--- src/rtl/band_pkg.sv ---
package band_pkg;
  localparam int BAND_LOG2_W   = 3;
  localparam int CHIP_LOG2_W   = 3;
  localparam int CHIP_ID_W     = 5;
  localparam int MAX_CHIP_LOG2 = 5;
  localparam int LANES         = 2;

  typedef enum logic {
    MODE_SINGLE = 1'b0,
    MODE_DUAL   = 1'b1
  } smp_mode_e;
endpackage

--- src/rtl/band_owner.sv ---
module band_owner
  import band_pkg::*;
#(
  parameter int Y_W = 12
) (
  input  logic [Y_W-1:0]         y,
  input  logic [BAND_LOG2_W-1:0] band_log2,
  input  logic [CHIP_LOG2_W-1:0] chips_log2,
  input  logic [CHIP_ID_W-1:0]   chip_id,
  output logic                   owned
);
  logic [Y_W-1:0]         band_idx;
  logic [CHIP_LOG2_W-1:0] chips_eff;
  logic [CHIP_ID_W-1:0]   idx_mask;

  assign band_idx  = y >> band_log2;
  assign chips_eff = (chips_log2 > CHIP_LOG2_W'(MAX_CHIP_LOG2))
                     ? CHIP_LOG2_W'(MAX_CHIP_LOG2) : chips_log2;

  for (genvar i = 0; i < CHIP_ID_W; i++) begin : g_mask
    assign idx_mask[i] = (chips_eff > CHIP_LOG2_W'(i));
  end

  assign owned = ((band_idx[CHIP_ID_W-1:0] & idx_mask) == chip_id);
endmodule

--- src/rtl/span_walker.sv ---
module span_walker
  import band_pkg::*;
#(
  parameter int X_W   = 12,
  parameter int Y_W   = 12,
  parameter int LEN_W = 12
) (
  input  logic             clk,
  input  logic             rst_n,
  input  logic             start,
  input  logic [X_W-1:0]   st_x,
  input  logic [Y_W-1:0]   st_y,
  input  logic [LEN_W-1:0] st_len,
  input  smp_mode_e        st_mode,
  input  logic             beat_ready,
  output logic             busy,
  output logic [Y_W-1:0]   beat_y,
  output logic [X_W-1:0]   beat_x0,
  output logic [X_W-1:0]   beat_x1,
  output logic [LANES-1:0] beat_lanes,
  output logic             beat_smp1,
  output logic             beat_last
);
  logic             busy_q, busy_d;
  logic [X_W-1:0]   x_q, x_d;
  logic [Y_W-1:0]   y_q, y_d;
  logic [LEN_W-1:0] rem_q, rem_d;
  smp_mode_e        mode_q, mode_d;
  logic [LEN_W-1:0] step;
  logic             pair_ok;
  logic             load_en, adv_en, data_en;

  assign pair_ok = (rem_q >= LEN_W'(2));
  assign step    = (mode_q == MODE_DUAL) ? LEN_W'(1)
                   : (pair_ok ? LEN_W'(2) : LEN_W'(1));
  assign load_en = start & ~busy_q;
  assign adv_en  = busy_q & beat_ready;
  assign data_en = load_en | adv_en;

  assign busy       = busy_q;
  assign beat_y     = y_q;
  assign beat_x0    = x_q;
  assign beat_x1    = (mode_q == MODE_DUAL) ? x_q : X_W'(x_q + X_W'(1));
  assign beat_lanes = ((mode_q == MODE_DUAL) || pair_ok) ? 2'b11 : 2'b01;
  assign beat_smp1  = (mode_q == MODE_DUAL);
  assign beat_last  = (rem_q <= step);

  always_comb begin
    busy_d = busy_q;
    x_d    = x_q;
    y_d    = y_q;
    rem_d  = rem_q;
    mode_d = mode_q;
    if (load_en) begin
      busy_d = 1'b1;
      x_d    = st_x;
      y_d    = st_y;
      rem_d  = st_len;
      mode_d = st_mode;
    end else if (adv_en) begin
      busy_d = ~beat_last;
      x_d    = X_W'(x_q + X_W'(step));
      rem_d  = rem_q - step;
    end
  end

  always_ff @(posedge clk or negedge rst_n) begin
    if (!rst_n) busy_q <= 1'b0;
    else        busy_q <= busy_d;
  end

  always_ff @(posedge clk) begin
    if (data_en) begin
      x_q    <= x_d;
      y_q    <= y_d;
      rem_q  <= rem_d;
      mode_q <= mode_d;
    end
  end
endmodule

--- src/rtl/band_span_filter.sv ---
module band_span_filter
  import band_pkg::*;
#(
  parameter int X_W   = 12,
  parameter int Y_W   = 12,
  parameter int LEN_W = 12
) (
  input  logic                   clk,
  input  logic                   rst_n,
  input  logic [BAND_LOG2_W-1:0] cfg_band_log2,
  input  logic [CHIP_LOG2_W-1:0] cfg_chips_log2,
  input  logic [CHIP_ID_W-1:0]   cfg_chip_id,
  input  logic                   cfg_aa,
  input  logic                   in_valid,
  output logic                   in_ready,
  input  logic [Y_W-1:0]         in_y,
  input  logic [X_W-1:0]         in_x,
  input  logic [LEN_W-1:0]       in_len,
  output logic                   out_valid,
  input  logic                   out_ready,
  output logic [Y_W-1:0]         out_y,
  output logic [X_W-1:0]         out_x0,
  output logic [X_W-1:0]         out_x1,
  output logic [LANES-1:0]       out_lanes,
  output logic                   out_lane1_smp,
  output logic                   out_last
);
  logic      owned, busy, accept, start;
  smp_mode_e mode_in;

  assign mode_in  = cfg_aa ? MODE_DUAL : MODE_SINGLE;
  assign in_ready = ~busy;
  assign accept   = in_valid & in_ready;
  assign start    = accept & owned & (in_len != '0);

  band_owner #(.Y_W(Y_W)) u_owner (
    .y          (in_y),
    .band_log2  (cfg_band_log2),
    .chips_log2 (cfg_chips_log2),
    .chip_id    (cfg_chip_id),
    .owned      (owned)
  );

  span_walker #(.X_W(X_W), .Y_W(Y_W), .LEN_W(LEN_W)) u_walk (
    .clk        (clk),
    .rst_n      (rst_n),
    .start      (start),
    .st_x       (in_x),
    .st_y       (in_y),
    .st_len     (in_len),
    .st_mode    (mode_in),
    .beat_ready (out_ready),
    .busy       (busy),
    .beat_y     (out_y),
    .beat_x0    (out_x0),
    .beat_x1    (out_x1),
    .beat_lanes (out_lanes),
    .beat_smp1  (out_lane1_smp),
    .beat_last  (out_last)
  );

  assign out_valid = busy;
endmodule

--- config.mk ---
export PLATFORM = sky130hd
export DESIGN_NAME = band_span_filter
export DESIGN_NICKNAME = d
export VERILOG_FILES = /design/src/rtl/band_pkg.sv /design/src/rtl/band_owner.sv /design/src/rtl/span_walker.sv /design/src/rtl/band_span_filter.sv
export SDC_FILE = /design/constraint.sdc
export NUM_CORES = 1
export LEC_CHECK = 0
export ABC_AREA = 1
export CAP_MARGIN = 0
export CORE_AREA = 4 4 91 93
export DETAILED_ROUTE_END_ITERATION = 12
export DIE_AREA = 0 0 95 97
export DONT_BUFFER_PORTS = 1
export PLACE_DENSITY_LB_ADDON = 0.15
export SYNTH_ARGS = -nofsm -noshare
export SYNTH_HDL_FRONTEND = slang
export SYNTH_SLANG_ARGS = --single-unit
--- constraint.sdc ---
create_clock -name clk -period 7.2 [get_ports clk]
set_input_delay 0.72 -clock clk [delete_from_list [all_inputs] [get_ports clk]]
set_output_delay 0.72 -clock clk [all_outputs]
set_load 0.02 [all_outputs]
### After elaboration in Yosys (flattened, before gate mapping)

Cells that the tools add are included.

| storage, ports and cells | value |
|---|---|
| register bits after elaboration | 38 |
| input bits | 52 |
| output and inout port bits | 42 |

| operators by class | value |
|---|---|
| $add $sub $neg | 3 |
| order comparisons | 8 |
| eq/ne operators | 1 |
| shift-type cells | 1 |
| multiplexer cells | 12 |
| bitwise gates (word level) | 9 |
| reductions and logical operators | 5 |

Operator list:

| operator | number |
|---|---|
| $mux 12 | 6 |
| $add 12x1->12 const B | 1 |
| $add 12x12->12 | 1 |
| $ge 12x2->1 const B | 1 |
| $le 12x12->1 | 1 |
| $reduce_bool 12->1 | 1 |
| $shr 12x3->5 | 1 |
| $sub 12x12->12 | 1 |
| $gt 3x1->1 const B | 2 |
| $gt 3x2->1 const B | 2 |
| $gt 3x3->1 const B | 2 |
| $and 1x1->1 | 5 |
| $and 5x5->5 | 1 |
| $eq 5x5->1 | 1 |
| $mux 2 | 2 |
| $reduce_and 2->1 | 2 |
| $mux 1 | 3 |
| $mux 3 | 1 |
| $not 1->1 | 2 |
| $reduce_bool 2->1 | 1 |
| $logic_or 1x1->1 | 1 |
| $or 1x1->1 | 1 |

### Longest topological paths before layout

| logic depth | value |
|---|---|
| depth in word-level cells | 10 |
| mapped depth | 16 |

### By module

Synthesis repeated with hierarchy kept, for this count alone.

| unflattened totals | value |
|---|---|
| cell total of the unflattened synthesis | 385 |
| area total of the unflattened synthesis | 2813.9 µm² |

Modules (own cells, without submodules):

| module | times used | cells each | area an instance (µm²) | sequential area each (µm²) |
|---|---|---|---|---|
| span_walker | 1 | 275 | 2309.7 | 1136.1 |
| band_owner | 1 | 97 | 450.4 | 0.0 |
| band_span_filter | 1 | 13 | 53.8 | 0.0 |

### Worst setup path after synthesis

OpenSTA, ideal clock, no wires.

| timing path | value |
|---|---|
| path kind | input -> register |
| start | in cfg_band_log2[1] |
| end | reg u_walk.x_q[0], in the netlist u_walk.beat_x0[0] (enable) |
| setup time | 0.438 ns |
| arrival time | 2.679 ns |
| setup slack | 4.083 ns |
| cell stages on the path | 11 |
| buffers on the path | 2 |
| cell sequence | buf_2 inv_2 nand3_1 nand3_1 nand2_1 nand3_1 nand2_1 nor2_2 nand3_4 buf_6 o21ai_0 |

| on the way | value |
|---|---|
| longest elaborated chain between the ends | 8 |
| elaborated cells between the ends (all ways) | 9 |
| those cells by class | 1 x eq/ne; 1 x shift; 5 x bitwise; 2 x reduce/logical |

Ends and longest elaborated chain:

| element | RTL line | RTL |
|---|---|---|
| start: declaration | band_span_filter.sv:10 | `input logic [BAND_LOG2_W-1:0] cfg_band_log2,` |
| $shr 12x3->5 | band_owner.sv:16 | `assign band_idx = y >> band_log2;` |
| $and 5x5->5 | band_owner.sv:24 | `assign owned = ((band_idx[CHIP_ID_W-1:0] & idx_mask) == chip_id);` |
| $eq 5x5->1 | band_owner.sv:24 |  |
| $and 1x1->1 (2 in a row) | band_span_filter.sv:34 | `assign start = accept & owned & (in_len != '0);` |
| $and 1x1->1 | span_walker.sv:36 | `assign load_en = start & ~busy_q;` |
| $or 1x1->1 | span_walker.sv:38 | `assign data_en = load_en \| adv_en;` |
| net u_walk.data_en | span_walker.sv:31 | `logic load_en, adv_en, data_en;` |
| $reduce_and 2->1 (no source line) | - |  |
| end signal: assignment | span_walker.sv:74 | `x_q <= x_d;` |
| end: declaration | span_walker.sv:25 | `logic [X_W-1:0] x_q, x_d;` |

The timed path passes the listed nets, and every way through them passes these cells.
A chain may end at the register's enable or synchronous reset.

### Final worst setup path

| timing path | value |
|---|---|
| start | reg u_walk.rem_q[4] |
| end | out out_last |

| on the way | value |
|---|---|
| longest elaborated chain between the ends | 4 |

Ends and longest elaborated chain:

| element | RTL line | RTL |
|---|---|---|
| start: declaration | span_walker.sv:27 | `logic [LEN_W-1:0] rem_q, rem_d;` |
| start signal: assignment | span_walker.sv:76 | `rem_q <= rem_d;` |
| $ge 12x2->1 | span_walker.sv:33 | `assign pair_ok = (rem_q >= LEN_W'(2));` |
| $mux 2 | span_walker.sv:35 | `: (pair_ok ? LEN_W'(2) : LEN_W'(1));` |
| $mux 12 | span_walker.sv:34 | `assign step = (mode_q == MODE_DUAL) ? LEN_W'(1)` |
| $le 12x12->1 (*) | span_walker.sv:46 | `assign beat_last = (rem_q <= step);` |
| end: declaration | band_span_filter.sv:26 | `output logic out_last` |

Every way passes the cells marked *; elsewhere a longest branch is shown, timed or not.

==> impl_results.md <==
- Run status: finished, final reports clean
- Flop-to-flop setup slack: 4160 ps
- Largest delay share family, worst path: simple AND/OR/NAND/NOR gates
- Vias per cell: 5.05
- Netlist cell types: 25
- Crit path depth: 13
- Buffers & Inverters on Critical Path: 4
- Placer Congestion: 0.836
- Crit path top cell by count: inv_1
- Leak pwr: 0.00128 uW
- Drt pass-1 iters: 4
- Netlist Area Pre-Place: 0.00275 mm^2
- # setup viols final: 0
- Area growth syn-to-layout: 5.32%
- Synthesized instance count: 353
- Crit path cell chain: nor2_1, nand2_1, nor4_1, nand2_1, inv_1, a31oi_1, inv_1, ha_1, inv_1, fa_1, nor2_1, o21ai_0, inv_1
- Synth async-reset ratio: 0.0263
- DR DRC count: 0
- Final Hold Fails: 0
- Relative slew slack: 0.291
- Slowest-stage cell, CP: fa_1
- WP data required: 6480 ps
- Post-DRT Antenna Nets: 0
- Power Density: 263 mW/mm^2
- Die height: 97 um
- Via count: 2283
- Wire per inst: 15.7 um
- Worst EP arrival: 2960 ps
- Number of max-cap violations: 0
- WHS: 116 ps
- Fin crit share: 0.511
- Largest net degree at the start of global routing: 28
- Sum Neg Setup Slack: 0 ps
- Crit path max fanout: 5
- Sequential fraction of the synthesis area: 0.413
- Root buffer cell: clkbuf_8
- CTS resizes: 0
- Die area: 0.00922 mm^2
- Share of cells above drive strength 1: 0.0429
- Core area: 0.00753 mm^2
- HP Class: in -> async
- Setup ws final: 3520 ps
- Seq cells post-synth: 38
- Worst vdd ir: 0.0000826 V
- RSZ-0062 raised after global routing: no
- All-Layer GR Usage: 0.156
- Worst-path clk slew: 80 ps
- Total gr overflow: 0
- Post-Syn Nets: 412
- Worst path max stage delay: 450 ps
- R2R cell count: 16
- 1st-iter DRT viols: 90
- Synth Flop Type: edfxtp_1
- Kind of critical path: reg -> out
- Dpl hpwl: 5590 um
- CTS Buf Count: 5
- Worst-skew pair later-pin latency: 290 ps
- Initial antenna violation count: 0
- I/O pins: 94
- Number of flops mapped to enable cells by yosys: 37
- Reg-to-reg critical path endpoint: u_walk.beat_x0[8]
- H-tree Lvls: 2
- Antenna cells: 0
- Port Buffers: 0
- CP endpoint kind: output pin
- Vias in the first global route: 2278
- Final setup skew: 9.29 ps
- Max clock buf depth: 2
- Tightest Pin Transition: 1060 ps
- CTS tree: done
- Fin nets: 408
- Startpoint types: register
- Final core occ: 0.385
- Crit Reg-Reg Startpoint: u_walk.rem_q[4]
- First-pass GRT wire length: 11300 um
- Mean post-synth cell area: 7.79 um^2
- FMAX: 0.272 GHz
- Post-CTS repair timing setup buffer count: 0
- Rows: 32
- Initial core utilization: 0.366
- Hold-fix buffers, CTS: 0
- Post-Place Setup Slack: 3590 ps
- Chip width: 95 um
- Sink Count: 38
- Slew Viols, Final: 0
- Warnings from Yosys: 0
- Min Tclk post-route: 3680 ps
- Routed wire length: 7080 um
==> metal layers <==
layer,GRT usage,vias to the layer above,part of all wire
met5,0,-,0
met4,0.0566,0,0.019
met3,0.0552,10,0.096
met2,0.248,91,0.47
met1,0.194,1026,0.41
li1,-,1156,-
==> cells in the final DEF, fill, tap and decap left out, drive strengths merged <==
cell and count:
buf 1, a21oi 1, nand3 38, fa 2, a31oi 1, clkinv 2, inv 38, nand3b 1
conb 1, clkbuf 5, xnor2 8, xor2 23, nor3 6, nor2 28, ha 5, clkinvlp 1
nand4 26, nor4 2, dfrtp 1, nand2 118, edfxtp 37, o21ai 5
==> Yosys cell counts (5+ instances only) <==
master    number  area, um^2
inv_1         36         135
edfxtp_1      37        1110
nand4_1       26         163
buf_2          8        40.0
ha_1           5        62.6
xor2_1        23         201
nor3_1         6        30.0
xnor2_1        8        70.1
nor2_1        25        93.8
nand3_1       37         185
o21ai_0        5        25.0
nand2_1      118         443
==> area by class of cell <==
type	count	area [um^2]
timing repair buffer	1	7.51
tap	102	128
fill	808	4630
inverter	38	143
sequential	38	1140
clock buffer	5	68.8
clock inverter	3	16.3
multi-input combinational	265	1400
==> state kept, by name (all words and copies together) (netlist names) <==
name,count
u_walk.beat_smp1,1
u_walk.beat_x0,12
u_walk.beat_y,12
u_walk.busy,1
u_walk.rem_q,12
==> where the power goes <==
| part | switching [uW] | internal [uW] | leakage, uW |
|---|---|---|---|
| clock | 77.3 | 66.3 | 0.0000416 |
| combinational | 162 | 78.0 | 0.000881 |
| sequential | 72.9 | 306 | 0.000358 |
==> cell families after synthesis <==
kind of cell	after synthesis	share of synthesized area
buffers and inverters	50	0.0800
other	1	0.00136
XOR/XNOR	31	0.0987
AND/OR/NAND/NOR	219	0.357
flip-flops	38	0.413
AO/OA/AOI/OAI	7	0.0132
adder cells (fa/ha/maj)	7	0.0373
==> worst max path at each step <==
| stage | end | slack, ps | startpoint |
|---|---|---|---|
| after floorplan | u_walk.beat_x0[0] | 4080 | cfg_band_log2[1] |
| after global placement | u_walk.beat_x0[0] | 3650 | cfg_band_log2[0] |
| after detailed placement | u_walk.beat_x0[0] | 3590 | cfg_band_log2[0] |
| after CTS | out_last | 3470 | u_walk.rem_q[4] |
| after global routing | out_last | 3190 | u_walk.rem_q[4] |
| final | out_last | 3520 | u_walk.rem_q[4] |
==> metrics by stage <==
step	cells	power (uW)	area (um^2)
final	452	762	2900
after global placement	444	624	2810
after global routing	452	821	2900
after CTS	452	771	2900
after detailed placement	444	624	2810
after floorplan	353	575	2750
No activity file was read; power rests on OpenSTA's default activity.
